`src/rtl/ptb_pkg.sv`:
```
package ptb_pkg;
  typedef enum logic [1:0] {
    MD_FREE   = 2'b00,
    MD_ALT1   = 2'b01,
    MD_SINGLE = 2'b10,
    MD_ALT3   = 2'b11
  } ptb_mode_e;
endpackage

```
`src/rtl/ptb_counter.sv`:
```
module ptb_counter #(
  parameter int CW = 15
) (
  input  logic          clk,
  input  logic          rst_n,
  input  logic          en_wr,
  input  logic          en_wd,
  input  logic          single,
  input  logic [CW-1:0] period,
  output logic          en_q,
  output logic [CW-1:0] cnt_q,
  output logic          zero_hit,
  output logic          per_hit,
  output logic          sp_end,
  output logic          irq_q
);
  // Next count value: wrap to zero at the period, otherwise advance.
  function automatic logic [CW-1:0] next_count(input logic [CW-1:0] c,
                                               input logic [CW-1:0] p);
    return (c == p) ? '0 : c + 1'b1;
  endfunction

  logic en_nxt;

  assign zero_hit = en_q && (cnt_q == '0);
  assign per_hit  = en_q && (cnt_q == period);
  assign sp_end   = per_hit && single;

  // The self-clear wins over any software write in the same cycle.
  always_comb begin
    en_nxt = en_q;
    if (sp_end)     en_nxt = 1'b0;
    else if (en_wr) en_nxt = en_wd;
  end

  always_ff @(posedge clk) begin
    if (!rst_n) begin
      en_q  <= 1'b0;
      cnt_q <= '0;
      irq_q <= 1'b0;
    end else begin
      en_q  <= en_nxt;
      irq_q <= sp_end;
      cnt_q <= (en_q && en_nxt) ? next_count(cnt_q, period) : '0;
    end
  end
endmodule

```
`src/rtl/ptb_compare.sv`:
```
module ptb_compare #(
  parameter int CW  = 15,
  parameter int NCH = 4
) (
  input  logic              en,
  input  logic              single,
  input  logic [CW-1:0]     cnt,
  input  logic [CW-1:0]     period,
  input  logic [NCH*CW-1:0] duty_flat,
  output logic [NCH-1:0]    raw
);
  // A channel is high below its duty value. In one-shot mode the
  // period-match cycle is forced low.
  function automatic logic chan_on(input logic [CW-1:0] c, input logic [CW-1:0] d,
                                   input logic [CW-1:0] p, input logic s);
    return (c < d) && !(s && (c == p));
  endfunction

  for (genvar g = 0; g < NCH; g++) begin : g_ch
    assign raw[g] = en && chan_on(cnt, duty_flat[g*CW +: CW], period, single);
  end
endmodule

```
`src/rtl/pwm_timebase.sv`:
```
module pwm_timebase #(
  parameter int CW  = 15,
  parameter int NCH = 4
) (
  input  logic              clk,
  input  logic              rst_n,
  input  logic [1:0]        mode_i,
  input  logic [CW-1:0]     period_i,
  input  logic [NCH*CW-1:0] duty_i,
  input  logic              en_wr_i,
  input  logic              en_wd_i,
  output logic              en_o,
  output logic [CW-1:0]     cnt_o,
  output logic [NCH-1:0]    duty_o,
  output logic              zero_o,
  output logic              permatch_o,
  output logic              irq_o
);
  import ptb_pkg::*;

  logic single_w;
  logic sp_end_w;

  assign single_w = (ptb_mode_e'(mode_i) == MD_SINGLE);

  ptb_counter #(.CW(CW)) u_cnt (
    .clk      (clk),
    .rst_n    (rst_n),
    .en_wr    (en_wr_i),
    .en_wd    (en_wd_i),
    .single   (single_w),
    .period   (period_i),
    .en_q     (en_o),
    .cnt_q    (cnt_o),
    .zero_hit (zero_o),
    .per_hit  (permatch_o),
    .sp_end   (sp_end_w),
    .irq_q    (irq_o)
  );

  ptb_compare #(.CW(CW), .NCH(NCH)) u_cmp (
    .en        (en_o),
    .single    (single_w),
    .cnt       (cnt_o),
    .period    (period_i),
    .duty_flat (duty_i),
    .raw       (duty_o)
  );
endmodule

```
`config.mk`:
```
export PLATFORM = sky130hd
export DESIGN_NAME = pwm_timebase
export DESIGN_NICKNAME = d
export VERILOG_FILES = /design/src/rtl/ptb_pkg.sv /design/src/rtl/ptb_counter.sv /design/src/rtl/ptb_compare.sv /design/src/rtl/pwm_timebase.sv
export SDC_FILE = /design/constraint.sdc
export NUM_CORES = 1
export LEC_CHECK = 0
export BUFFER_PORTS_ARGS = -buffer_cell sky130_fd_sc_hd__buf_2
export CORE_MARGIN = 4
export CORE_UTILIZATION = 40
export CTS_CLUSTER_SIZE = 12
export DETAILED_ROUTE_END_ITERATION = 8
export GPL_ROUTABILITY_DRIVEN = 0
export PLACE_DENSITY = 0.69
export SLEW_MARGIN = 20
export SYNTH_ARGS = -nofsm -noshare
export SYNTH_HDL_FRONTEND = slang
export SYNTH_SLANG_ARGS = --single-unit
```
`constraint.sdc`:
```
create_clock -name clk -period 2.3 [get_ports clk]
set_input_delay 0.46 -clock clk [delete_from_list [all_inputs] [get_ports clk]]
set_output_delay 0.46 -clock clk [all_outputs]
set_load 0.03 [all_outputs]
```
==> results.py, run 1 <==
metrics = {
    "global_route": {
        "grt_pass1_wl_um": 12400,
        "grt_usage_pct": 20.8,
        "gr-total-overflow": 0,
        "grt_max_degree": 16,
        "antenna_found_initial": 0,
        "grt_pass1_vias": 2750,
    },
    "timing": {
        "fin_ws_ns": -0.208,
        "hold_viol": 0,
        "rsz0062_at_grt": "true",
        "min_period_over_period_pct": 109,
        "final.setup_skew_ns": 0.00264,
        "whs_ns": 0.414,
        "setup_violations": 4,
        "slew_violations": 0,
        "clock.fmax_ghz": 0.399,
        "slew_headroom_pct": 73.2,
        "tightest_slew_ns": 0.392,
        "fin_crit_ns": 2.51,
    },
    "drt": {
        "antenna_left": 0,
        "drt-total-wl_um": 7450,
        "drc_errors": 0,
        "wl_per_cell_um": 14.6,
        "vias": 2615,
        "vias_per_cell": 5.13,
        "dr.first_iter.drc_count": 54,
        "drt-pass1-iter-count": 4,
    },
    "final_layout": {
        "fin_area_mm2": 0.00368,
        "multi_input_area_mm2": 0.00210,
        "n_antenna_cell": 0,
        "finalNonFillerCells": 510,
        "seq_area_um2": 377,
        "fill_cells": 499,
        "drive_above_1_share_pct": 43.2,
        "fin_nets": 578,
        "areaGrowthSynthToFinish_pct": 56.6,
    },
    "place": {
        "dp_hpwl_um": 5650,
        "dpl_cell_area_mm2": 0.00315,
        "port_buffers": 103,
        "dp_cells": 495,
    },
    "run_status": {
        "violations": "setup timing",
        "outcome": "complete, but fails checks",
    },
    "setup_path": {
        "critPathRequiredTime_ns": 1.84,
        "crit_family": "compound AO/OA/AOI/OAI gates",
        "end_kind": "output pin",
        "critPathArrivalTime_ns": 2.05,
        "path_class": "flip-flop to output pin",
        "crit_fanout": 6,
        "start_kind": "flip-flop",
        "cp_num_buf_inv": 2,
        "crit_path_cell_trace": "ha_4 > nand4_1 > buf_4 > a21oi_1 > a2111oi_4 > a21oi_4 > nor3_4 > buf_6",
        "crit_slowest_cell": "dfxtp_4",
        "cpPeakStageDelay_ns": 0.45,
    },
    "clock_tree": {
        "worstSkewPairLatency_ns": 0.25,
        "cts-root-buf": "clkbuf_8",
        "clk_path_buf_depth": 2,
        "cts_tree": "yes",
        "htree_levels": 1,
        "clock-sinks": 17,
        "cts_buffers": 3,
        "clk_pin_slew_ns": 0.07,
    },
    "floorplanning": {
        "num_rows": 27,
        "die_area_mm2": 0.00717,
        "die_x_um": 84.7,
        "die_h_um": 84.7,
        "io_pins": 104,
        "core_area_mm2": 0.00561,
        "start_util_pct": 41.9,
    },
    "worst_hold_path": {
        "hp-class": "primary input to flip-flop",
    },
    "power_and_ir_drop": {
        "powerDensity_mw_per_mm2": 212,
        "leakagePower_nw": 1.94,
        "ir_drop_mv": 0.216,
    },
    "yosys": {
        "synth-warning-count": 0,
        "synth.avg_cell_area_um2": 7.71,
        "ys.flop_type": "dfxtp_1",
        "seq_area_frac_synth_pct": 14.5,
        "mappedNetlistArea_mm2": 0.00235,
        "syn-num-nets": 444,
        "synth-seq-cells": 17,
        "ys_types": 30,
        "synthTopCellsByCount": "62 x inv_1, 58 x ha_1, 24 x a21oi_1, 23 x nor2_1, 22 x xor2_1",
        "synth_edf_count": 0,
        "synthCells": 305,
        "synth_top_area_share_pct": 30.9,
        "ys_top_cells_by_area": "ha_1 31%, dfxtp_1 14%, inv_1 9.9%, xor2_1 8.2%, a21oi_1 5.1%",
        "synth_top_area_cell": "ha_1",
        "synth_most_common_cell": "inv_1",
        "async_flop_share_pct": 0,
    },
    "job": {
        "drv_cap": 0,
    },
}
==> kinds of logic (layout without fill, tap and decap cells) <==
kind of cell | count (synthesis) | in the layout | synth area share (%)
AO/OA/AOI/OAI | 43 | 43 | 11.3
AND/OR/NAND/NOR | 90 | 90 | 21.0
XOR/XNOR | 28 | 28 | 10.4
flip-flops | 17 | 17 | 14.5
adder cells (fa/ha/maj) | 58 | 58 | 30.9
buffers and inverters | 69 | 202 | 11.9
==> area by class of cell <==
cell class | count | area share [%]
multi-input combinational | 219 | 56.9
timing repair buffer | 136 | 22.8
tap | 72 | 2.45
clock buffer | 4 | 1.22
inverter | 62 | 6.32
sequential | 17 | 10.2
==> routing by layer <==
layer / vias to the layer above / share of wire, % / GRT usage (%) / routed length [um]
li1: 1325 / - / - / -
met4: 0 / 1.7 / 5.61 / 129
met5: - / 0 / 0 / 0
met3: 13 / 5.7 / 2.85 / 424
met2: 92 / 51 / 38.1 / 3760
met1: 1185 / 42 / 25.1 / 3130
==> layout by cell type, fill, tap and decap left out, types with 9 or more instances in the layout <==
cell type / Yosys / routed
dfxtp_4: 0 / 9
buf_6: 2 / 14
nor2_1: 23 / 22
a21oi_1: 24 / 19
buf_4: 0 / 23
ha_4: 0 / 9
nand4_1: 12 / 12
inv_1: 62 / 62
xor2_1: 22 / 20
nand3_1: 10 / 10
buf_2: 3 / 98
ha_1: 58 / 49
nand2_1: 10 / 10
==> through the flow <==
stage                     total power [mW]  setup slack, ns  util (%)  setup TNS [ns]
after floorplan                      0.425           0.0225         -               0
after global placement               0.524           -0.319      56.1           -1.01
after detailed placement             0.529           -0.360      56.1           -1.07
after CTS                            0.771           -0.172      63.8          -0.607
after global routing                 0.825           -0.268      65.7          -0.959
final                                0.780           -0.208      65.7          -0.679
==> power by group <==
| group | internal [mW] | total (mW) | leakage (nW) | switching (mW) |
|---|---|---|---|---|
| Combinational | 0.131 | 0.264 | 1.78 | 0.133 |
| Sequential | 0.286 | 0.290 | 0.146 | 0.00328 |
| Clock | 0.123 | 0.226 | 0.0228 | 0.103 |
| Total | 0.541 | 0.780 | 1.94 | 0.239 |
==> sequential cells by signal (all words and copies together), names as in the netlist <==
name	cells
u_cnt.cnt_q	15
u_cnt.en_q	1
u_cnt.irq_q	1
==> worst paths after layout <==
path	cells past startpoint	startpoint	slack [ns]	to
worst min register to register	2	u_cnt.cnt_q[0]	0.54	u_cnt.cnt_q[0]
worst min-delay path	2	rst_n	0.41	u_cnt.irq_q
worst max-delay path	8	u_cnt.cnt_q[10]	-0.21	duty_o[2]
worst max register to register	9	u_cnt.cnt_q[2]	0.39	u_cnt.cnt_q[4]
==> worst register-to-register path: stages, from the launching register on <==
cell	delay (ns)
dfxtp_4	0.37
buf_6	0.12
xor2_1	0.15
nor4_1	0.24
buf_4	0.18
nand4_4	0.11
buf_6	0.16
buf_4	0.13
nand3_2	0.24
nor2_1	0.09
==> repair_timing <==
action | CTS | global route
pin swaps | 22 | 5
gates resized for setup | 63 | 15
buffers inserted | 10 | 1
endpoints found under the setup margin | 5 | 5
hold buffers | 0 | 0
Power figures use the tool's default switching activity.
==> run 2: changes to the inputs <==
==> constraint.sdc (replaced) <==
create_clock -name clk -period 2.8 [get_ports clk]
set_input_delay 0.56 -clock clk [delete_from_list [all_inputs] [get_ports clk]]
set_output_delay 0.56 -clock clk [all_outputs]
set_load 0.03 [all_outputs]
==> results.py, run 2 (synthesis results as in run 1) <==
metrics = {
    "setup_path": {
        "r2r_start": "u_cnt.cnt_q[7]",
        "r2r_setup_slack_ns": 0.93,
        "path_class": "primary input to output pin",
        "crit_fanout": 3,
        "critPathRequiredTime_ns": 2.24,
        "crit_slowest_cell": "or4_1",
        "ff2ff_path_depth": 7,
        "crit_path_cell_trace": "buf_2 > inv_1 > ha_1 > nand4_1 > or4_1 > a21oi_1 > nor3_2 > clkbuf_4",
        "cpPeakStageDelay_ns": 0.58,
        "start_kind": "primary input",
        "end_kind": "output pin",
        "critPathArrivalTime_ns": 2.15,
        "endpoint": "duty_o[1]",
        "startpoint": "duty_i[25]",
        "worstReg2RegEnd": "u_cnt.cnt_q[14]",
    },
    "power_and_ir_drop": {
        "ir_drop_mv": 0.195,
        "powerDensity_mw_per_mm2": 192,
        "netSwitchingPower_mw": 0.181,
        "seqPwrFrac_pct": 40.5,
        "p_comb_share_pct": 28.8,
        "internal-power_mw": 0.429,
        "leakagePower_nw": 1.82,
        "p_sw_share_pct": 29.6,
        "clock_power_share_pct": 30.6,
    },
    "timing": {
        "setup_violations": 0,
        "slew_headroom_pct": 74.0,
        "tightest_slew_ns": 0.380,
        "clock.fmax_ghz": 0.369,
        "tns_ns": 0,
        "hold_viol": 0,
        "slew_violations": 0,
        "fin_crit_ns": 2.71,
        "min_period_over_period_pct": 96.7,
        "fin_ws_ns": 0.0930,
        "final.setup_skew_ns": 0.00387,
    },
    "place": {
        "post-place-ws_ns": -0.0140,
        "dp_hpwl_um": 5650,
        "port_buffers": 103,
    },
    "drt": {
        "antenna_left": 0,
        "drt-total-wl_um": 6720,
        "vias_per_cell": 5.02,
        "drc_errors": 0,
        "dr.first_iter.drc_count": 57,
        "vias": 2489,
        "drt-pass1-iter-count": 4,
        "wl_per_cell_um": 13.6,
    },
    "clock_tree": {
        "worstSkewPairLatency_ns": 0.25,
        "htree_levels": 1,
        "clock-sinks": 17,
        "postCtsHoldBufs": 0,
        "clk_path_buf_depth": 2,
        "cts-root-buf": "clkbuf_8",
        "cts_tree": "yes",
        "cts_buffers": 3,
        "clk_pin_slew_ns": 0.07,
    },
    "final_layout": {
        "mostFrequentLayoutCells": "100 x buf_2, 62 x inv_1, 58 x ha_1, 23 x nor2_1, 23 x a21oi_1",
        "drive_above_1_share_pct": 35.4,
        "reg_top3": "u_cnt.cnt_q: 15 flops, u_cnt.en_q: 1 flops, u_cnt.irq_q: 1 flops",
        "areaGrowthSynthToFinish_pct": 34.9,
        "top_register": "u_cnt.cnt_q",
        "n_antenna_cell": 0,
        "fin_nets": 564,
        "mostFrequentLayoutCell": "buf_2",
        "largest_reg_flops": 15,
    },
    "run_status": {
        "outcome": "complete, no violations",
    },
    "global_route": {
        "gr-total-overflow": 0,
        "antenna_found_initial": 0,
        "grt_max_degree": 16,
        "grt_usage_pct": 18.6,
        "grt_pass1_vias": 2608,
        "grt_pass1_wl_um": 11300,
    },
    "floorplanning": {
        "core_area_mm2": 0.00561,
        "die_x_um": 84.7,
        "io_pins": 104,
        "die_h_um": 84.7,
        "start_util_pct": 41.9,
        "num_rows": 27,
        "die_area_mm2": 0.00717,
    },
    "worst_hold_path": {
        "hp-class": "primary input to flip-flop",
        "min_delay_path_depth": 2,
    },
    "job": {
        "drv_cap": 0,
    },
}
==> run 2: changes by cell type in the layout (fill, tap and decap cells not counted), moves of 4 or more <==
cell / before / now
buf_6: 14 / 0
nor3_4: 4 / 0
or4_1: 0 / 4
ha_1: 49 / 58
a21oi_4: 4 / 0
a21oi_1: 19 / 23
dfxtp_4: 9 / 0
ha_4: 9 / 0
nor3_2: 2 / 6
dfxtp_2: 2 / 8
or4_4: 4 / 0
==> run 2: per-layer routing <==
metal  global-route usage [%]  wire length [um]  share of wire, %  vias up
met2                     34.2              3400                51       77
met3                     2.16               419               6.2        4
met1                     23.3              2860                43     1116
li1                         -                 -                 -     1292
met4                     3.74                38              0.57        0
met5                        0                 0                 0        -
==> run 2: worst min path at each step <==
stage / slack, ns / start / endpoint
detailed placement: 0.60 / u_cnt.en_q / u_cnt.en_q
global route: 0.54 / rst_n / u_cnt.irq_q
CTS: 0.52 / rst_n / u_cnt.irq_q
global placement: 0.60 / u_cnt.en_q / u_cnt.en_q
floorplan: 0.68 / rst_n / u_cnt.irq_q
finish: 0.52 / rst_n / u_cnt.irq_q
==> run 2: area by class of cell <==
cell class                      instances  area (um2)
Multi-Input combinational cell        219        1790
Timing Repair Buffer                  122         666
Tap cell                               72        90.1
Sequential cell                        17         350
Inverter                               62         233
Clock buffer                            3        41.3
Fill cell                             562        2440
Clock inverter                          1        5.00
==> run 2: what timing repair did <==
item                                    4_1_cts  5_1_grt
setup buffers                                 0        0
endpoints found under the setup margin        1        4
endpoints found under the hold margin         0        0
pin swaps                                     0        2
resized for setup                             3       19
==> run 2: critical path: cells and delay by family <==
kind	cells	cell delay (ns)
AND/OR/NAND/NOR	3	0.77
adder cells (fa/ha/maj)	1	0.33
buffers and inverters	3	0.30
AO/OA/AOI/OAI	1	0.19
==> run 2: per-stage QoR <==
stage | power (mW) | std cells | hold slack, ns | util [%] | instance area (um2)
2_1_floorplan | 0.344 | 305 | 0.682 | - | 2370
3_3_place_gp | 0.422 | 492 | 0.601 | 54.8 | 3070
3_5_place_dp | 0.425 | 492 | 0.598 | 54.8 | 3070
4_1_cts | 0.611 | 496 | 0.515 | 55.7 | 3120
5_1_grt | 0.648 | 496 | 0.542 | 56.5 | 3170
6_report | 0.610 | 496 | 0.515 | 56.5 | 3170
==> run 2: power groups by stage <==
stage	registers, mW	logic (mW)	clock network, mW
2_1_floorplan	0.254	0.0897	0
3_3_place_gp	0.253	0.169	0
3_5_place_dp	0.253	0.173	0
4_1_cts	0.247	0.174	0.190
5_1_grt	0.248	0.201	0.199
6_report	0.247	0.176	0.187
